==> src/rtl/pc_pkg.sv <==
package pc_pkg;
  localparam int GF_M   = 3;
  localparam int RS_N   = 7;
  localparam int RS_K   = 5;
  localparam int COL_N  = 7;
  localparam int COL_K  = 4;
  localparam int COL_P  = COL_N - COL_K;
  localparam int DATA_W = GF_M * RS_K;
  localparam int AUX_W  = RS_N;
  localparam int CW_W   = COL_N * RS_N;
  localparam int IDX_W  = $clog2(RS_K);

  // Information-row masks of the three column checks (bit r = row r)
  localparam logic [COL_P-1:0][COL_K-1:0] COL_MASK = {4'b1110, 4'b1101, 4'b1011};

  typedef logic [GF_M-1:0] gf_t;

  typedef enum logic [1:0] {ST_IDLE, ST_ACC, ST_PAR, ST_COL} enc_state_t;

  // Multiply by alpha modulo x^3 + x + 1
  function automatic gf_t gf_mul_alpha(gf_t a);
    return {a[1], a[0] ^ a[2], a[2]};
  endfunction

  function automatic gf_t gf_mul_apow(gf_t a, int n);
    gf_t t;
    t = a;
    for (int i = 0; i < n; i++) t = gf_mul_alpha(t);
    return t;
  endfunction
endpackage

==> src/rtl/pc_ctrl.sv <==
module pc_ctrl
  import pc_pkg::*;
(
  input  logic             clk,
  input  logic             rst_l,
  input  logic             in_valid,
  output logic             ready,
  output logic             accept,
  output logic             step,
  output logic             par_we,
  output logic             col_we,
  output logic [IDX_W-1:0] sym_idx
);
  enc_state_t       st_q, st_d;
  logic [IDX_W-1:0] idx_q, idx_d;

  assign ready   = (st_q == ST_IDLE) && rst_l;
  assign accept  = ready && in_valid;
  assign step    = (st_q == ST_ACC);
  assign par_we  = (st_q == ST_PAR);
  assign col_we  = (st_q == ST_COL);
  assign sym_idx = idx_q;

  always_comb begin
    st_d  = st_q;
    idx_d = idx_q;
    unique case (st_q)
      ST_IDLE: if (accept) begin
        st_d  = ST_ACC;
        idx_d = IDX_W'(RS_K - 1);
      end
      ST_ACC: begin
        if (idx_q == '0) st_d = ST_PAR;
        else             idx_d = idx_q - 1'b1;
      end
      ST_PAR:  st_d = ST_COL;
      ST_COL:  st_d = ST_IDLE;
      default: st_d = ST_IDLE;
    endcase
  end

  always_ff @(posedge clk or negedge rst_l) begin
    if (!rst_l) begin
      st_q  <= ST_IDLE;
      idx_q <= '0;
    end else begin
      st_q  <= st_d;
      idx_q <= idx_d;
    end
  end
endmodule

==> src/rtl/pc_rs_accum.sv <==
module pc_rs_accum
  import pc_pkg::*;
(
  input  logic clk,
  input  logic rst_l,
  input  logic clr,
  input  logic step,
  input  gf_t  sym,
  output gf_t  par_lo,
  output gf_t  par_hi
);
  // s0 = sum of symbols (value at 1), s1 = value at alpha by Horner, highest index first
  gf_t s0_q, s1_q, s0_d, s1_d;

  always_comb begin
    s0_d = s0_q;
    s1_d = s1_q;
    if (clr) begin
      s0_d = '0;
      s1_d = '0;
    end else if (step) begin
      s0_d = s0_q ^ sym;
      s1_d = gf_mul_alpha(s1_q) ^ sym;
    end
  end

  always_ff @(posedge clk or negedge rst_l) begin
    if (!rst_l) begin
      s0_q <= '0;
      s1_q <= '0;
    end else begin
      s0_q <= s0_d;
      s1_q <= s1_d;
    end
  end

  // Parity at positions 5 and 6: p5 = a^6*s1 + a^5*s0, p6 = s0 + p5
  assign par_lo = gf_mul_apow(s1_q, 6) ^ gf_mul_apow(s0_q, 5);
  assign par_hi = s0_q ^ par_lo;
endmodule

==> src/rtl/pc_col_encoder.sv <==
module pc_col_encoder
  import pc_pkg::*;
(
  input  logic [RS_N-1:0][COL_K-1:0] info,
  output logic [RS_N-1:0][COL_P-1:0] par
);
  for (genvar c = 0; c < RS_N; c++) begin : g_col
    for (genvar p = 0; p < COL_P; p++) begin : g_chk
      assign par[c][p] = ^(info[c] & COL_MASK[p]);
    end
  end
endmodule

==> src/rtl/pc_product_encoder.sv <==
module pc_product_encoder
  import pc_pkg::*;
(
  input  logic              clk,
  input  logic              rst_n,
  input  logic              in_valid,
  output logic              in_ready,
  input  logic [DATA_W-1:0] in_sym,
  input  logic [AUX_W-1:0]  in_aux,
  output logic              out_done,
  output logic [CW_W-1:0]   out_cw
);
  logic [1:0] rsync_q;
  logic       rst_l;

  always_ff @(posedge clk or negedge rst_n) begin
    if (!rst_n) rsync_q <= '0;
    else        rsync_q <= {rsync_q[0], 1'b1};
  end
  assign rst_l = rsync_q[1];

  logic             accept, step, par_we, col_we;
  logic [IDX_W-1:0] sym_idx;

  pc_ctrl u_ctrl (
    .clk     (clk),
    .rst_l   (rst_l),
    .in_valid(in_valid),
    .ready   (in_ready),
    .accept  (accept),
    .step    (step),
    .par_we  (par_we),
    .col_we  (col_we),
    .sym_idx (sym_idx)
  );

  logic [DATA_W-1:0] data_q;
  logic [AUX_W-1:0]  aux_q;
  gf_t               par_lo, par_hi;
  logic [1:0][GF_M-1:0] par_q;
  gf_t               cur_sym;

  always_ff @(posedge clk or negedge rst_l) begin
    if (!rst_l) begin
      data_q <= '0;
      aux_q  <= '0;
    end else if (accept) begin
      data_q <= in_sym;
      aux_q  <= in_aux;
    end
  end

  assign cur_sym = data_q[sym_idx*GF_M +: GF_M];

  pc_rs_accum u_rs (
    .clk   (clk),
    .rst_l (rst_l),
    .clr   (accept),
    .step  (step),
    .sym   (cur_sym),
    .par_lo(par_lo),
    .par_hi(par_hi)
  );

  always_ff @(posedge clk or negedge rst_l) begin
    if (!rst_l)      par_q <= '0;
    else if (par_we) par_q <= {par_hi, par_lo};
  end

  // Information rows of the array, then column parity
  logic [COL_K-1:0][RS_N-1:0] grid;
  logic [RS_N-1:0][COL_K-1:0] col_info;
  logic [RS_N-1:0][COL_P-1:0] col_par;
  logic [CW_W-1:0]            cw_d;

  always_comb begin
    for (int r = 0; r < GF_M; r++) begin
      for (int c = 0; c < RS_N; c++) begin
        if (c < RS_K) grid[r][c] = data_q[c*GF_M + r];
        else          grid[r][c] = par_q[c-RS_K][r];
      end
    end
    grid[COL_K-1] = aux_q;
    for (int c = 0; c < RS_N; c++)
      for (int r = 0; r < COL_K; r++)
        col_info[c][r] = grid[r][c];
  end

  pc_col_encoder u_col (
    .info(col_info),
    .par (col_par)
  );

  always_comb begin
    cw_d = '0;
    for (int r = 0; r < COL_K; r++)
      cw_d[r*RS_N +: RS_N] = grid[r];
    for (int p = 0; p < COL_P; p++)
      for (int c = 0; c < RS_N; c++)
        cw_d[(COL_K+p)*RS_N + c] = col_par[c][p];
  end

  always_ff @(posedge clk or negedge rst_l) begin
    if (!rst_l) begin
      out_cw   <= '0;
      out_done <= 1'b0;
    end else begin
      out_done <= col_we;
      if (col_we) out_cw <= cw_d;
    end
  end
endmodule

==> config.mk <==
export PLATFORM = sky130hd
export DESIGN_NAME = pc_product_encoder
export DESIGN_NICKNAME = d
export VERILOG_FILES = /design/src/rtl/pc_pkg.sv /design/src/rtl/pc_ctrl.sv /design/src/rtl/pc_rs_accum.sv /design/src/rtl/pc_col_encoder.sv /design/src/rtl/pc_product_encoder.sv
export SDC_FILE = /design/constraint.sdc
export NUM_CORES = 1
export LEC_CHECK = 0
export CAP_MARGIN = 25
export CORE_UTILIZATION = 44
export CTS_CLUSTER_DIAMETER = 120
export DETAILED_ROUTE_END_ITERATION = 12
export DONT_BUFFER_PORTS = 1
export GPL_TIMING_DRIVEN = 0
export SYNTH_ARGS = -nofsm -noshare
export SYNTH_HDL_FRONTEND = slang
export SYNTH_SLANG_ARGS = --single-unit
==> constraint.sdc <==
create_clock -name clk -period 8.4 [get_ports clk]
set_input_delay 1.68 -clock clk [delete_from_list [all_inputs] [get_ports clk]]
set_output_delay 1.68 -clock clk [all_outputs]
set_load 0.05 [all_outputs]
==> implementation parameters <==
Parameter                              Value

Placement
  Estimated wirelength of the detail-placed design    between 5 and 6 mm
  Pre-CTS setup slack    5030 ps
  Gp weighted congestion    0.826
  Number of buffers added on ports    0
  Placed Cells    454

Clocking
  Maximum level of the CTS H-tree    3
  TritonCTS clock tree    yes
  Gates resized, CTS repair    0
  Clk Latency, worst-skew pair    360 ps
  Quantity of hold-fixing buffers added after cts    0
  Sink count of the clock tree    a little over 90
  Bufs on Longest Clock Path    2
  Root buffer cell    clkbuf_8
  Post-CTS setup buffers    0
  Total clock buffers created by CTS    9
  Clock transition at path regs    90 ps

Global route
  Gr ovfl total    0
  Largest net degree at the start of global routing    slightly below 50
  Total global-route track usage    0.190
  Via count of the first global-routing pass    2612
  Initial antenna violation count    0
  Global-route wire length before repair    13.9 mm

Synthesis
  Count of different cell masters after synthesis    33
  YS warnings    0
  Post-synthesis instance area    a little over 4000 um^2
  Post-synthesis average cell area    ~12 um^2
  Seq/Total Area, Yosys    0.555
  Post-Syn Instances    about 350
  Seq cells post-synth    between 90 and 100
  Number of nets in the synthesized netlist    roughly 380

Setup path
  Largest fanout on the critical path    48
  Largest stage delay on the critical path    820 ps
  Data required time of the worst path    6720 ps
  Data arrival at the endpoint of the critical path    ~2000 ps
  Kind of critical path    flip-flop to output port
  Reg-to-Reg Start    rsync_q[1]$_DFF_PN0_
  Crit path max-delay cell type    dfrtp_4
  Bufs and invs on worst path    1
  Critical Path Sink Type    output port
  Largest delay share family, worst path    flip-flops
  Worst-case register-to-register setup slack    approximately 6000 ps
  Crit start category    flip-flop
  Capturing point of the worst reg2reg path    data_q[6]$_DFFE_PN0P_
  Critical path cell sequence    buf_16, and2_1
  Cell count of the worst reg-to-reg path    6

Floorplan
  Die boundary width    98.6 um
  Initial Utilization    0.461
  Y dimension of the die    98.6 um
  Die ar.    9710 um^2
  Boundary pin count    76
  Core region area    around 8900 um^2
  Number of rows created at floorplan    34

Final layout
  Nets    388
  Layout overhead on the synthesized area    8.20%
  Commonest non-fill, non-tap cell in the layout    dfrtp_1
  Layout cells sized above 1    0.215
  Leading cell types in the layout, fill and taps excluded    dfrtp_1 (90), nand2_1 (71), mux2_2 (56)
  Post-route insts no fill    470
  N_diodes    0

Timing
  Maximum clock frequency    0.272 GHz
  Setup Viol. Count Final    0
  Fraction of the cycle the final worst path needs    0.438
  Minimum period implied by the final worst setup slack    between 3000 and 4000 ps
  RSZ-0062 raised after global routing    no
  Setup_tns    0 ps
  Max-slew violation total from the final report    0
  Setup skew after layout    roughly 9.3 ps
  Slew Limit Headroom    0.439
  Smallest setup slack after layout    between 4000 and 5000 ps
  Final Hold Viols    0
  Measured slew at the worst slew-check pin    approximately 840 ps

Drt
  Avg Vias per Cell    5.36
  Starting DRT DRC Count    between 90 and 100
  Post-detailed-route DRC marker count    0
  Routed vias    2519
  WL final    about 8.6 mm
  Number of search-and-repair iterations in the first detailed-routing pass    6
  Post-route ant nets    0
  Avg WL per Cell    roughly 18 um

Flow run
  Number of maximum-capacitance constraint violations    0

Hold path
  Kind of path behind the tightest hold check    flip-flop to async pin

Status
  Result of the run    completed
-- through the flow --
step | hold WS [ps] | utilization | area (um^2)
after floorplan | 331 | - | 4100
after global placement | 336 | 0.477 | 4240
after detailed placement | 356 | 0.480 | 4270
after CTS | 372 | 0.499 | 4440
after global routing | 388 | 0.499 | 4440
final | 342 | 0.499 | 4440
-- registers in the layout, indices dropped and copies added (netlist names) --
signal,flops
aux_q,7
col_info,6
data_q,15
out_cw,49
out_done,1
rsync_q,2
u_ctrl.st_q,2
u_ctrl.sym_idx,3
u_rs.s0_q,3
u_rs.s1_q,3
-- layer usage --
layer	routed length [um]	share of wire	up-vias	track usage
li1	-	-	1185	-
met1	4060	0.47	1267	0.253
met2	4090	0.47	56	0.304
met3	360	0.042	11	0.0454
met4	119	0.014	0	0.0735
met5	0	0	-	0
-- how the worst max path moves through the flow --
| stage | depth (start not counted) | from | slack (ps) | end |
|---|---|---|---|---|
| after floorplan | 1 | rsync_q[1]$_DFF_PN0_ | 3830 | in_ready |
| after global routing | 2 | rsync_q[1]$_DFF_PN0_ | 4540 | in_ready |
| after CTS | 2 | rsync_q[1]$_DFF_PN0_ | 4630 | in_ready |
| after global placement | 1 | rsync_q[1]$_DFF_PN0_ | 2980 | in_ready |
| final | 2 | rsync_q[1]$_DFF_PN0_ | 4720 | in_ready |
| after detailed placement | 2 | rsync_q[1]$_DFF_PN0_ | 5030 | in_ready |
-- Yosys cell counts --
cell	instances	area, um^2
nor3b_2	1	12.5
o32a_1	1	10.0
a311o_1	1	10.0
nor2_1	6	22.5
buf_1	6	22.5
buf_2	2	10.0
and2_1	1	6.26
mux2i_1	4	40.0
nand2_1	71	267
nor3_1	2	10.0
xor2_1	4	35.0
dfrtp_1	91	2280
a211oi_1	2	15.0
a221oi_1	2	17.5
a21oi_1	11	55.1
mux4_2	1	22.5
conb_1	1	3.75
ha_1	6	75.1
a222oi_1	2	20.0
xnor2_1	41	359
a22oi_1	2	15.0
buf_6	1	11.3
mux2_2	56	631
or3_1	3	18.8
nor2b_1	1	6.26
a21oi_2	1	8.76
o21ai_0	6	30.0
a31oi_1	2	12.5
clkbuf_1	5	18.8
and3_1	3	18.8
nand3_1	1	5.00
nor4bb_1	1	10.0
inv_1	7	26.3
-- cell type report --
| class | count | area (um^2) |
|---|---|---|
| fill | 806 | 4450 |
| sequential | 91 | 2280 |
| multi-input combinational | 233 | 1740 |
| tap | 108 | 135 |
| clock buffer | 11 | 131 |
| buffer | 14 | 62.6 |
| clock inverter | 5 | 38.8 |
| timing repair buffer | 1 | 27.5 |
| inverter | 7 | 26.3 |
-- kinds of logic (layout without fill, tap and decap cells) --
| group | Yosys count | after routing | synth area share |
|---|---|---|---|
| other cells | 1 | 1 | 0.000914 |
| fa+ha+maj | 6 | 6 | 0.0183 |
| flops | 91 | 91 | 0.555 |
| simple gates | 90 | 90 | 0.0918 |
| xor+xnor | 45 | 45 | 0.0961 |
| mux | 61 | 61 | 0.169 |
| compound gates | 30 | 30 | 0.0473 |
| buf+inv | 21 | 38 | 0.0217 |
Power is left out: the tool's default activity adds up to more than one toggle a clock period on the data nets, which glitch-free logic cannot reach.
